**config.mk**
```make
export PLATFORM = sky130hd
export DESIGN_NAME = tcc_channel
export DESIGN_NICKNAME = d
export VERILOG_FILES = /design/src/rtl/tcc_pkg.sv /design/src/rtl/tcc_pin_sync.sv /design/src/rtl/tcc_mode_fsm.sv /design/src/rtl/tcc_core.sv /design/src/rtl/tcc_channel.sv
export SDC_FILE = /design/constraint.sdc
export NUM_CORES = 1
export LEC_CHECK = 0
export BUFFER_PORTS_ARGS = -buffer_cell sky130_fd_sc_hd__buf_2
export CAP_MARGIN = 10
export CORE_ASPECT_RATIO = 1.75
export CORE_MARGIN = 3
export CORE_UTILIZATION = 56
export CTS_BUF_LIST = sky130_fd_sc_hd__clkbuf_2
export CTS_CLUSTER_DIAMETER = 80
export DETAILED_ROUTE_END_ITERATION = 10
export MAX_ROUTING_LAYER = met4
export PLACE_DENSITY = 0.85
export SETUP_SLACK_MARGIN = 0.15
export SYNTH_ARGS = -nofsm -noshare
export SYNTH_HDL_FRONTEND = slang
export SYNTH_SLANG_ARGS = --single-unit
export TNS_END_PERCENT = 5
```
**constraint.sdc**
```tcl
create_clock -name clk -period 2.8 [get_ports clk]
set_input_delay 0.7 -clock clk [delete_from_list [all_inputs] [get_ports clk]]
set_output_delay 0.7 -clock clk [all_outputs]
set_load 0.01 [all_outputs]
```
**src/rtl/tcc_pkg.sv**
```systemverilog
package tcc_pkg;

    typedef enum logic [1:0] {
        ST_OC_OFF   = 2'd0,
        ST_OC_DRIVE = 2'd1,
        ST_CAP_PIN  = 2'd2,
        ST_CAP_CASC = 2'd3
    } tcc_state_e;

    typedef enum logic [1:0] {
        ACT_NONE   = 2'd0,
        ACT_LOW    = 2'd1,
        ACT_HIGH   = 2'd2,
        ACT_TOGGLE = 2'd3
    } tcc_act_e;

    typedef enum logic [1:0] {
        EDGE_RISE = 2'd0,
        EDGE_FALL = 2'd1,
        EDGE_BOTH = 2'd2
    } tcc_edge_e;

    function automatic tcc_state_e tcc_decode(input logic [3:0] code);
        if (code[3]) begin
            return code[2] ? ST_CAP_CASC : ST_CAP_PIN;
        end
        return (code[1:0] == 2'b00) ? ST_OC_OFF : ST_OC_DRIVE;
    endfunction

endpackage

```
**src/rtl/tcc_pin_sync.sv**
```systemverilog
module tcc_pin_sync #(
    parameter int STAGES = 2
) (
    input  logic clk,
    input  logic rst_n,
    input  logic pin_in,
    output logic rise,
    output logic fall
);
    logic [STAGES-1:0] sync_q;
    logic              prev_q;

    always_ff @(posedge clk or negedge rst_n) begin
        if (!rst_n) begin
            sync_q[0] <= 1'b0;
        end else begin
            sync_q[0] <= pin_in;
        end
    end

    genvar g;
    generate
        for (g = 1; g < STAGES; g++) begin : g_stage
            always_ff @(posedge clk or negedge rst_n) begin
                if (!rst_n) begin
                    sync_q[g] <= 1'b0;
                end else begin
                    sync_q[g] <= sync_q[g-1];
                end
            end
        end
    endgenerate

    always_ff @(posedge clk or negedge rst_n) begin
        if (!rst_n) begin
            prev_q <= 1'b0;
        end else begin
            prev_q <= sync_q[STAGES-1];
        end
    end

    assign rise = sync_q[STAGES-1] & ~prev_q;
    assign fall = ~sync_q[STAGES-1] & prev_q;

endmodule

```
**src/rtl/tcc_mode_fsm.sv**
```systemverilog
module tcc_mode_fsm
    import tcc_pkg::*;
(
    input  logic       clk,
    input  logic       rst_n,
    input  logic       cfg_we,
    input  logic [3:0] cfg_wdata,
    output tcc_state_e state,
    output tcc_act_e   action,
    output tcc_edge_e  edge_sel,
    output logic       is_oc,
    output logic       oe
);
    tcc_state_e state_q, state_d;
    logic [1:0] low_q;

    always_comb begin
        state_d = state_q;
        if (cfg_we) begin
            state_d = tcc_decode(cfg_wdata);
        end
    end

    always_ff @(posedge clk or negedge rst_n) begin
        if (!rst_n) begin
            state_q <= ST_OC_OFF;
            low_q   <= 2'b00;
        end else begin
            state_q <= state_d;
            if (cfg_we) begin
                low_q <= cfg_wdata[1:0];
            end
        end
    end

    always_comb begin
        is_oc    = 1'b0;
        oe       = 1'b0;
        action   = ACT_NONE;
        edge_sel = EDGE_RISE;
        unique case (state_q)
            ST_OC_OFF: begin
                is_oc = 1'b1;
            end
            ST_OC_DRIVE: begin
                is_oc  = 1'b1;
                oe     = 1'b1;
                action = tcc_act_e'(low_q);
            end
            ST_CAP_PIN: begin
                edge_sel = low_q[1] ? EDGE_BOTH :
                           (low_q[0] ? EDGE_FALL : EDGE_RISE);
            end
            ST_CAP_CASC: begin
                edge_sel = EDGE_RISE;
            end
            default: begin
                is_oc = 1'b0;
            end
        endcase
    end

    assign state = state_q;

endmodule

```
**src/rtl/tcc_core.sv**
```systemverilog
module tcc_core
    import tcc_pkg::*;
#(
    parameter int CNT_W = 16
) (
    input  logic             clk,
    input  logic             rst_n,
    input  tcc_state_e       state,
    input  tcc_act_e         action,
    input  tcc_edge_e        edge_sel,
    input  logic             is_oc,
    input  logic             init_load,
    input  logic             init_lvl,
    input  logic             gr_we,
    input  logic [CNT_W-1:0] gr_wdata,
    input  logic             cnt_en,
    input  logic             flag_clr,
    input  logic             buf_mode,
    input  logic             cas_up,
    input  logic             cas_dn,
    input  logic             cas_fast,
    input  logic             rise,
    input  logic             fall,
    output logic             pin_lvl,
    output logic [CNT_W-1:0] gr,
    output logic [CNT_W-1:0] cnt,
    output logic             evt_pulse,
    output logic             evt_sticky
);
    localparam logic [CNT_W-1:0] CNT_STEP = CNT_W'(1);

    logic match, pin_cap, casc_cap, capture, event_now;

    always_comb begin
        match = is_oc && cnt_en && (cnt == gr) && !buf_mode;
        pin_cap = 1'b0;
        if (state == ST_CAP_PIN) begin
            unique case (edge_sel)
                EDGE_RISE: pin_cap = rise;
                EDGE_FALL: pin_cap = fall;
                default:   pin_cap = rise | fall;
            endcase
        end
        casc_cap  = (state == ST_CAP_CASC) && (cas_up || cas_dn) && !cas_fast;
        capture   = (pin_cap || casc_cap) && !buf_mode;
        event_now = match || capture;
    end

    always_ff @(posedge clk or negedge rst_n) begin
        if (!rst_n) begin
            cnt <= '0;
        end else if (cnt_en) begin
            cnt <= cnt + CNT_STEP;
        end
    end

    always_ff @(posedge clk or negedge rst_n) begin
        if (!rst_n) begin
            gr <= '0;
        end else if (capture) begin
            gr <= cnt;
        end else if (gr_we) begin
            gr <= gr_wdata;
        end
    end

    always_ff @(posedge clk or negedge rst_n) begin
        if (!rst_n) begin
            pin_lvl <= 1'b0;
        end else if (init_load) begin
            pin_lvl <= init_lvl;
        end else if (match) begin
            unique case (action)
                ACT_LOW:    pin_lvl <= 1'b0;
                ACT_HIGH:   pin_lvl <= 1'b1;
                ACT_TOGGLE: pin_lvl <= ~pin_lvl;
                default:    pin_lvl <= pin_lvl;
            endcase
        end
    end

    always_ff @(posedge clk or negedge rst_n) begin
        if (!rst_n) begin
            evt_pulse  <= 1'b0;
            evt_sticky <= 1'b0;
        end else begin
            evt_pulse  <= event_now;
            evt_sticky <= event_now | (evt_sticky & ~flag_clr);
        end
    end

endmodule

```
**src/rtl/tcc_channel.sv**
```systemverilog
module tcc_channel
    import tcc_pkg::*;
#(
    parameter int CNT_W       = 16,
    parameter int SYNC_STAGES = 2
) (
    input  logic             clk,
    input  logic             rst_n,
    input  logic             cfg_we,
    input  logic [3:0]       cfg_wdata,
    input  logic             gr_we,
    input  logic [CNT_W-1:0] gr_wdata,
    input  logic             cnt_en,
    input  logic             flag_clr,
    input  logic             buf_mode,
    input  logic             cas_up,
    input  logic             cas_dn,
    input  logic             cas_fast,
    input  logic             pin_in,
    output logic             pin_out,
    output logic             pin_oe,
    output logic [CNT_W-1:0] gr_q,
    output logic [CNT_W-1:0] cnt_q,
    output logic             evt_pulse,
    output logic             evt_sticky
);
    tcc_state_e state;
    tcc_act_e   action;
    tcc_edge_e  edge_sel;
    logic       is_oc, oe, rise, fall;
    logic       init_load;

    assign init_load = cfg_we && !cfg_wdata[3];

    tcc_mode_fsm u_fsm (
        .clk      (clk),
        .rst_n    (rst_n),
        .cfg_we   (cfg_we),
        .cfg_wdata(cfg_wdata),
        .state    (state),
        .action   (action),
        .edge_sel (edge_sel),
        .is_oc    (is_oc),
        .oe       (oe)
    );

    tcc_pin_sync #(.STAGES(SYNC_STAGES)) u_sync (
        .clk   (clk),
        .rst_n (rst_n),
        .pin_in(pin_in),
        .rise  (rise),
        .fall  (fall)
    );

    tcc_core #(.CNT_W(CNT_W)) u_core (
        .clk       (clk),
        .rst_n     (rst_n),
        .state     (state),
        .action    (action),
        .edge_sel  (edge_sel),
        .is_oc     (is_oc),
        .init_load (init_load),
        .init_lvl  (cfg_wdata[2]),
        .gr_we     (gr_we),
        .gr_wdata  (gr_wdata),
        .cnt_en    (cnt_en),
        .flag_clr  (flag_clr),
        .buf_mode  (buf_mode),
        .cas_up    (cas_up),
        .cas_dn    (cas_dn),
        .cas_fast  (cas_fast),
        .rise      (rise),
        .fall      (fall),
        .pin_lvl   (pin_out),
        .gr        (gr_q),
        .cnt       (cnt_q),
        .evt_pulse (evt_pulse),
        .evt_sticky(evt_sticky)
    );

    assign pin_oe = oe;

endmodule

```
Word level (Yosys, flattened, before mapping)

Index checks and enable logic that the tools add are counted.
W data, S select, Z words.

Multiplexer cells: 19
Eq/ne operators: 8
Bitwise logic cells: 9
Reduce and logical (&&, ||, !) cells: 21
Add/sub/neg operators: 1

Operator list:

| operator                | count |
|---|---|
| $mux W16                | 2 |
| $add A16 B1 Y16 const B | 1 |
| $eq A16 B16 Y1          | 1 |
| $mux W1                 | 10 |
| $mux W2                 | 5 |
| $eq A2 B2 Y1 const B    | 4 |
| $logic_and A1 B1 Y1     | 7 |
| $eq A2 B1 Y1 const B    | 3 |
| $logic_not A2 Y1        | 3 |
| $not A1 Y1              | 4 |
| $reduce_bool A2 Y1      | 2 |
| $reduce_bool A4 Y1      | 1 |
| $and A1 B1 Y1           | 3 |
| $logic_not A1 Y1        | 3 |
| $logic_or A1 B1 Y1      | 3 |
| $pmux W1 S3             | 1 |
| $or A1 B1 Y1            | 2 |
| $pmux W1 S2             | 1 |
| $reduce_and A2 Y1       | 1 |
| $reduce_or A2 Y1        | 1 |

Flip-flop bits (word level): 42
Output and inout bits: 36
Bits of input ports: 31
Logic and storage cells: 68

Logic depth before layout (Yosys ltp)

Gate-level depths: netlist (run 1).

Word-level depth: 10
Depth in mapped cells: 8

Cells and area by module

Synthesis (run 1) repeated with hierarchy kept, for this count alone.

Cells, all modules: 203
Area total of the unflattened synthesis: 2159.6 um^2

By module, submodules not included:

| module       | sequential area each (um^2) | times used | cells an instance | area an instance (um^2) |
|---|---|---|---|---|
| tcc_core     | 875.8                       | 1          | 179               | 1858.0 |
| tcc_mode_fsm | 100.1                       | 1          | 18                | 197.7 |
| tcc_pin_sync | 75.1                        | 1          | 5                 | 90.1 |
| tcc_channel  | 0.0                         | 1          | 1                 | 13.8 |

Worst setup path after synthesis (run 1)

Ideal clock, no wire load.

Path type: input to register
Start: input cnt_en
End: register u_core.cnt[14]
Path slack: 1.181 ns
Library setup time: 0.128 ns
Stages on the path: 5
Arrival time: 1.491 ns
Cells stage by stage: and3_1 and3_2 and3_1 nand3_1 xnor2_1

RTL lines:

| what                 | line              | source |
|---|---|---|
| from (decl)          | tcc_channel.sv:13 | `input logic cnt_en,` |
| to (signal assigned) | tcc_core.sv:53    | `cnt <= cnt + CNT_STEP;` |
| to (decl)            | tcc_core.sv:26    | `output logic [CNT_W-1:0] cnt,` |

Worst setup path after layout (run 1)

Start: register u_sync.prev_q
End: register u_core.gr[2]

Word-level cells in the longest chain between the ends: 8
Elaborated cells between the ends (all ways): 10

RTL lines:

| what                                           | line               | source |
|---|---|---|
| from (decl)                                    | tcc_pin_sync.sv:11 | `logic prev_q;` |
| from (signal assigned)                         | tcc_pin_sync.sv:38 | `prev_q <= sync_q[STAGES-1];` |
| $not A1 Y1                                     | tcc_pin_sync.sv:42 | `assign rise = sync_q[STAGES-1] & ~prev_q;` |
| $and A1 B1 Y1                                  | tcc_pin_sync.sv:42 |  |
| $or A1 B1 Y1                                   | tcc_core.sv:41     | `default: pin_cap = rise \| fall;` |
| $pmux W1 S2 *                                  | tcc_core.sv:38     | `unique case (edge_sel)` |
| $mux W1 *                                      | tcc_core.sv:37     | `if (state == ST_CAP_PIN) begin` |
| $logic_or A1 B1 Y1 *                           | tcc_core.sv:45     | `capture = (pin_cap \|\| casc_cap) && !buf_mode;` |
| $logic_and A1 B1 Y1 *                          | tcc_core.sv:45     |  |
| $mux W16 or $reduce_bool A2 Y1 (tied branches) | -                  |  |
| to (signal assigned)                           | tcc_core.sv:61     | `gr <= cnt;` |
| to (signal assigned)                           | tcc_core.sv:63     | `gr <= gr_wdata;` |
| to (decl)                                      | tcc_core.sv:25     | `output logic [CNT_W-1:0] gr,` |

Every way passes the cells marked *; elsewhere a longest branch is shown, timed or not.
A chain may end at the register's enable or synchronous reset.

==> results.yml, run 1 <==
clock_network:
  cts_tree: "done"
  clockBufferDepth: 2
  cts_sinks: 42
  cts_root_buf: "clkbuf_2"
  post_cts_buffers: 0
  clkTransAtPathRegs_ns: 0.21
  clock_latency_ns: 0.39
  htree_levels: 2
  cts_buffers: 5
  cts_resized: 0
  ctsHoldBuffers: 0
detailed_routing:
  wl_met1_um: 1670
  dr.max_layer_used: "met4"
  vias: 1616
  wl_per_cell_um: 15.1
  firstDrtPassIters: 5
  wl_met2_um: 2510
  ant_nets: 0
  drt_iter0_drc: 25
  vias_per_cell: 5.40
  met3_length_um: 254
  drc_errors: 0
  wl_um: 4500
floorplanning:
  pin_count: 67
  fp.dieH_um: 86.3
  dieArea_sq_mm: 0.00447
  die_w_um: 51.9
  start_util_pct: 59.4
  rows: 28
  core_area_sq_mm: 0.00347
timing:
  rsz0062_at_grt: "no"
  finClkSkew_ns: 0.0172
  finalHoldViolCount: 0
  maxSlewHeadroom_pct: 39.8
  fin_crit_sh_pct: 71.5
  tns_ns: 0
  setup_viol: 0
  layout_setup_ws_ns: 0.798
  tightest_slew_ns: 0.904
  hold_ws_ns: 0.391
  post-route-min-period_ns: 2.00
  slew_violations: 0
  fmax_mhz: 499
grt:
  grt_first_pass_wirelength_um: 7250
  grt_max_degree: 43
  grt_pass1_vias: 1619
  grt_usage_pct: 22.4
  antenna_found_initial: 0
  overflow: 0
final_layout:
  utilization_pct: 70.8
  layout-drive-gt1-share_pct: 33.5
  fin_nets: 288
  area_growth_pct: 19.2
  antenna_cells: 0
pwr:
  combPwrFrac_pct: 28.2
  pwr-share-clk_pct: 15.9
  power_density_mw_per_mm2: 617
  switchingPower_mw: 0.540
  switching_share_pct: 35.6
  seqPwrFrac_pct: 56.0
  power_mw: 1.52
  leakagePower_nw: 1.23
  ir_drop_mv: 0.409
  p_int_mw: 0.976
worst_setup_path:
  critPathKind: "reg -> reg"
  worstPathArrival_ns: 2.32
  cp-start-kind: "flop"
  crit_required_ns: 3.12
  end_kind: "flop"
  worst-path-max-fanout: 20
placed_design:
  place_ws_ns: 0.747
  port_buffers: 66
  place.gp.congestion: 0.748
  dp_hpwl_um: 3480
worst_hold_path:
  hold_path_class: "reg -> reg"
synthesis:
  syn-num-nets: 221
  ys_ff_latch: 42
  synth-seq-area-share_pct: 51.0
  ys.warnings.count: 0
  synthCells: 187
  synth_cell_type_count: 32
  syn_area_sq_mm: 0.00206
  synth.avg_cell_area_sq_um: 11.0
flow_run:
  max_cap_violations: 0
outcome:
  status: "completed"
==> power groups by stage <==
stage | clock network, mW | logic (mW) | registers, mW
2_1_floorplan | 0 | 0.233 | 0.868
3_3_place_gp | 0 | 0.421 | 0.858
3_5_place_dp | 0 | 0.435 | 0.860
4_1_cts | 0.248 | 0.436 | 0.848
5_1_grt | 0.273 | 0.475 | 0.867
6_report | 0.240 | 0.427 | 0.848
==> critical path: stages, from the launching register on <==
cell and delay, ns:
dfrtp_1 0.40, inv_1 0.05, ha_1 0.27, a21oi_1 0.15, o21ai_1 0.12, a21oi_2 0.46, buf_4 0.32, nand2_1 0.07
o21ai_0 0.10
==> registers in the layout, summed over array words and instances, names as in the netlist <==
name               cells
u_core.gr             16
u_fsm.state            2
u_core.evt_pulse       1
u_sync.prev_q          1
u_core.pin_lvl         1
u_core.evt_sticky      1
u_core.cnt            16
u_sync.sync_q          2
u_fsm.low_q            2
==> cells in the mapped netlist <==
library cell	n	area (sq um)
a21o_1	1	7.51
a21o_2	1	8.76
a21oi_1	5	25.0
a21oi_2	1	8.76
and2_1	1	6.26
and3_1	3	18.8
and3_2	1	7.51
and4_1	1	8.76
buf_2	5	25.0
clkbuf_1	1	3.75
clkbuf_2	1	5.00
dfrtp_1	42	1050
ha_1	3	37.5
inv_1	5	18.8
mux2_1	1	11.3
mux2_2	5	56.3
mux2i_1	17	170
nand2_1	20	75.1
nand2b_1	3	18.8
nand3_1	5	25.0
nand4_1	6	37.5
nand4_2	1	12.5
nor2_1	4	15.0
nor2b_1	1	6.26
nor2b_4	1	13.8
nor3_1	2	10.0
nor4_2	1	12.5
o211ai_1	1	7.51
o21ai_0	15	75.1
o21ai_1	2	10.0
xnor2_1	24	210
xor2_1	7	61.3
==> cell usage in the layout, fill, tap and decap left out, drive strengths merged, types with 3 or more instances in the layout <==
cell,instances
buf,67
dfrtp,42
xnor2,24
nand2,20
mux2i,17
o21ai,17
xor2,7
nand4,7
a21oi,6
mux2,6
inv,5
nand3,5
clkbuf,5
nor2,4
and3,4
nand2b,3
ha,3
==> final cells by class <==
class	count	area, sq um
Clock buffer	5	25.0
Clock inverter	2	10.0
Fill cell	287	1010
Inverter	5	18.8
Multi-Input combinational cell	133	957
Sequential cell	42	1050
Tap cell	45	56.3
Timing Repair Buffer	67	338
==> per-stage QoR <==
step	instance area [sq um]	std cells
floorplan	2060	187
global placement	2420	292
detailed placement	2420	292
CTS	2460	299
global route	2460	299
finish	2460	299
==> path summary, 6_finish.rpt <==
| check | start | to | slack [ns] | cells after the start |
|---|---|---|---|---|
| max | u_sync.prev_q | u_core.gr[2] | 0.80 | 8 |
| min | u_sync.sync_q[0] | u_sync.sync_q[1] | 0.39 | 0 |
| max reg2reg | u_sync.prev_q | u_core.gr[2] | 0.80 | 8 |
| min reg2reg | u_sync.sync_q[0] | u_sync.sync_q[1] | 0.39 | 0 |
| max in group asynchronous | rst_n | u_core.cnt[9] | 1.83 | 1 |
| min in group asynchronous | rst_n | u_sync.prev_q | 0.41 | 1 |
==> cells by family after synthesis <==
group,count (synthesis),synth area share (%)
AO/OA/AOI/OAI,26,6.92
XOR/XNOR,31,13.2
adder cells (fa/ha/maj),3,1.82
buffers and inverters,12,2.55
flip-flops,42,51.0
multiplexers,23,11.5
AND/OR/NAND/NOR,50,13.0
==> routing by layer <==
metal,track usage (%),vias up
met5,-,-
met4,7.64,0
met1,24.5,774
li1,-,778
met2,39.2,57
met3,4.65,7
(Power assumes the default switching activity.)
==> run 2, diff against run 1 <==
--- a/config.mk
+++ b/config.mk
@@ -9,12 +9,12 @@
 export CAP_MARGIN = 10
 export CORE_ASPECT_RATIO = 1.75
 export CORE_MARGIN = 3
-export CORE_UTILIZATION = 56
+export CORE_UTILIZATION = 47
 export CTS_BUF_LIST = sky130_fd_sc_hd__clkbuf_2
 export CTS_CLUSTER_DIAMETER = 80
 export DETAILED_ROUTE_END_ITERATION = 10
 export MAX_ROUTING_LAYER = met4
-export PLACE_DENSITY = 0.85
+export PLACE_DENSITY = 0.76
 export SETUP_SLACK_MARGIN = 0.15
 export SYNTH_ARGS = -nofsm -noshare
 export SYNTH_HDL_FRONTEND = slang
==> constraint.sdc (replaced) <==
create_clock -name clk -period 1.6 [get_ports clk]
set_input_delay 0.4 -clock clk [delete_from_list [all_inputs] [get_ports clk]]
set_output_delay 0.4 -clock clk [all_outputs]
set_load 0.01 [all_outputs]
==> results.yml, run 2 (synthesis gave the netlist of run 1 again) <==
detailed_routing:
  drc_errors: 0
  ant_nets: 0
  drt_iter0_drc: 68
  vias: 1711
  wl_um: 5350
  vias_per_cell: 5.20
  wl_per_cell_um: 16.3
  firstDrtPassIters: 6
clock_network:
  cts_sinks: 42
  htree_levels: 2
  clock_latency_ns: 0.41
  cts_tree: "done"
  cts_buffers: 5
  cts_root_buf: "clkbuf_2"
  clockBufferDepth: 2
  clkTransAtPathRegs_ns: 0.22
floorplanning:
  start_util_pct: 49.2
  dieArea_sq_mm: 0.00525
  fp.dieH_um: 93.6
  pin_count: 67
  die_w_um: 56.1
  rows: 31
  core_area_sq_mm: 0.00419
worst_setup_path:
  crit_required_ns: 1.94
  cp-start-kind: "flop"
  critPathKind: "reg -> reg"
  worstPathArrival_ns: 1.98
  end_kind: "flop"
  worst-path-max-fanout: 4
placed_design:
  dp_cells: 316
  place.gp.congestion: 0.806
  dp_hpwl_um: 3980
  port_buffers: 66
timing:
  rsz0062_at_grt: "yes"
  hold_ws_ns: 0.0825
  maxSlewHeadroom_pct: 72.5
  tightest_slew_ns: 0.412
  tns_ns: -0.108
  fmax_mhz: 607
  post-route-min-period_ns: 1.65
  slew_violations: 0
  layout_setup_ws_ns: -0.0474
  finClkSkew_ns: 0.0228
  fin_crit_sh_pct: 103
  setup_viol: 5
  finalHoldViolCount: 0
final_layout:
  area_growth_pct: 40.4
  final_cells: 329
  fin_nets: 313
  antenna_cells: 0
  final_cell_mix: "buf_2 (51), dfrtp_1 (41), buf_6 (31)"
  reg.largest.list: "u_core.cnt (16), u_core.gr (16)"
  layout-drive-gt1-share_pct: 42.9
  final_common_cell: "buf_2"
grt:
  met3_usage_pct: 3.87
  overflow: 0
  gr-usage-met2_pct: 40.6
  grt_pass1_vias: 1839
  grt_usage_pct: 21.4
  antenna_found_initial: 0
  grtUsageMet1_pct: 20.9
  grt_first_pass_wirelength_um: 8460
  busiest_layer: "met2"
  grt_max_degree: 27
pwr:
  ir_drop_mv: 0.664
  power_mw: 3.10
  leakagePower_nw: 1.41
  power_density_mw_per_mm2: 1070
outcome:
  violations: "negative setup slack"
  status: "complete, but fails checks"
worst_hold_path:
  hold_path_class: "in -> reg"
flow_run:
  max_cap_violations: 0
## run 2: path summary, 6_finish.rpt
kind / slack (ns) / depth (start not counted) / start / end
worst max-delay path: -0.05 / 7 / u_sync.sync_q[1] / u_core.evt_sticky
worst min-delay path: 0.08 / 1 / pin_in / u_sync.sync_q[0]
worst max register to register: -0.05 / 7 / u_sync.sync_q[1] / u_core.evt_sticky
worst min register to register: 0.38 / 0 / u_sync.sync_q[0] / u_sync.sync_q[1]
max in group asynchronous: 0.68 / 3 / rst_n / u_core.cnt[1]
min in group asynchronous: 0.41 / 2 / rst_n / u_core.gr[2]
## run 2: metrics by stage
stage / setup WS [ns] / utilization, % / area, sq um
finish: -0.0474 / 69.1 / 2890
global route: -0.145 / 69.1 / 2890
floorplan: 0.135 / - / 2090
detailed placement: -0.0137 / 62.5 / 2620
global placement: 0.0505 / 62.5 / 2620
CTS: -0.00406 / 67.6 / 2830
## run 2: final cells by class
class                   instances  area [sq um]
inverters                       5          18.8
flip-flops and latches         42          1050
clock buffers                   5          25.0
repair buffers                 92           707
multi-input cells             133          1010
well taps                      49          61.3
clock inverters                 3          16.3
fillers                       343          1300
## run 2: critical path, cell delays in order, from the launching register on
cell	delay (ns)
dfrtp_1	0.44
inv_1	0.06
ha_2	0.16
mux2_4	0.26
o21ai_2	0.18
a21oi_4	0.10
a21o_2	0.23
a21o_1	0.16
## run 2: per-layer routing
layer	wire [um]	up-vias
met5	0	-
met4	121	0
met3	234	13
met1	1830	821
met2	3160	53
li1	-	824
## run 2: power breakdown
part,internal [mW],switching (mW)
sequential,1.23,0.195
combinational,0.678,0.547
clock,0.0996,0.346
## run 2: timing repair
action                                  4_1_cts  5_1_grt
pin swaps                                     1        5
endpoints found under the setup margin       39       53
setup buffers                                 2        1
gates resized for setup                      33       16
hold endpoints to repair                     16        0
cloned                                        0        1
hold buffers                                  1        0
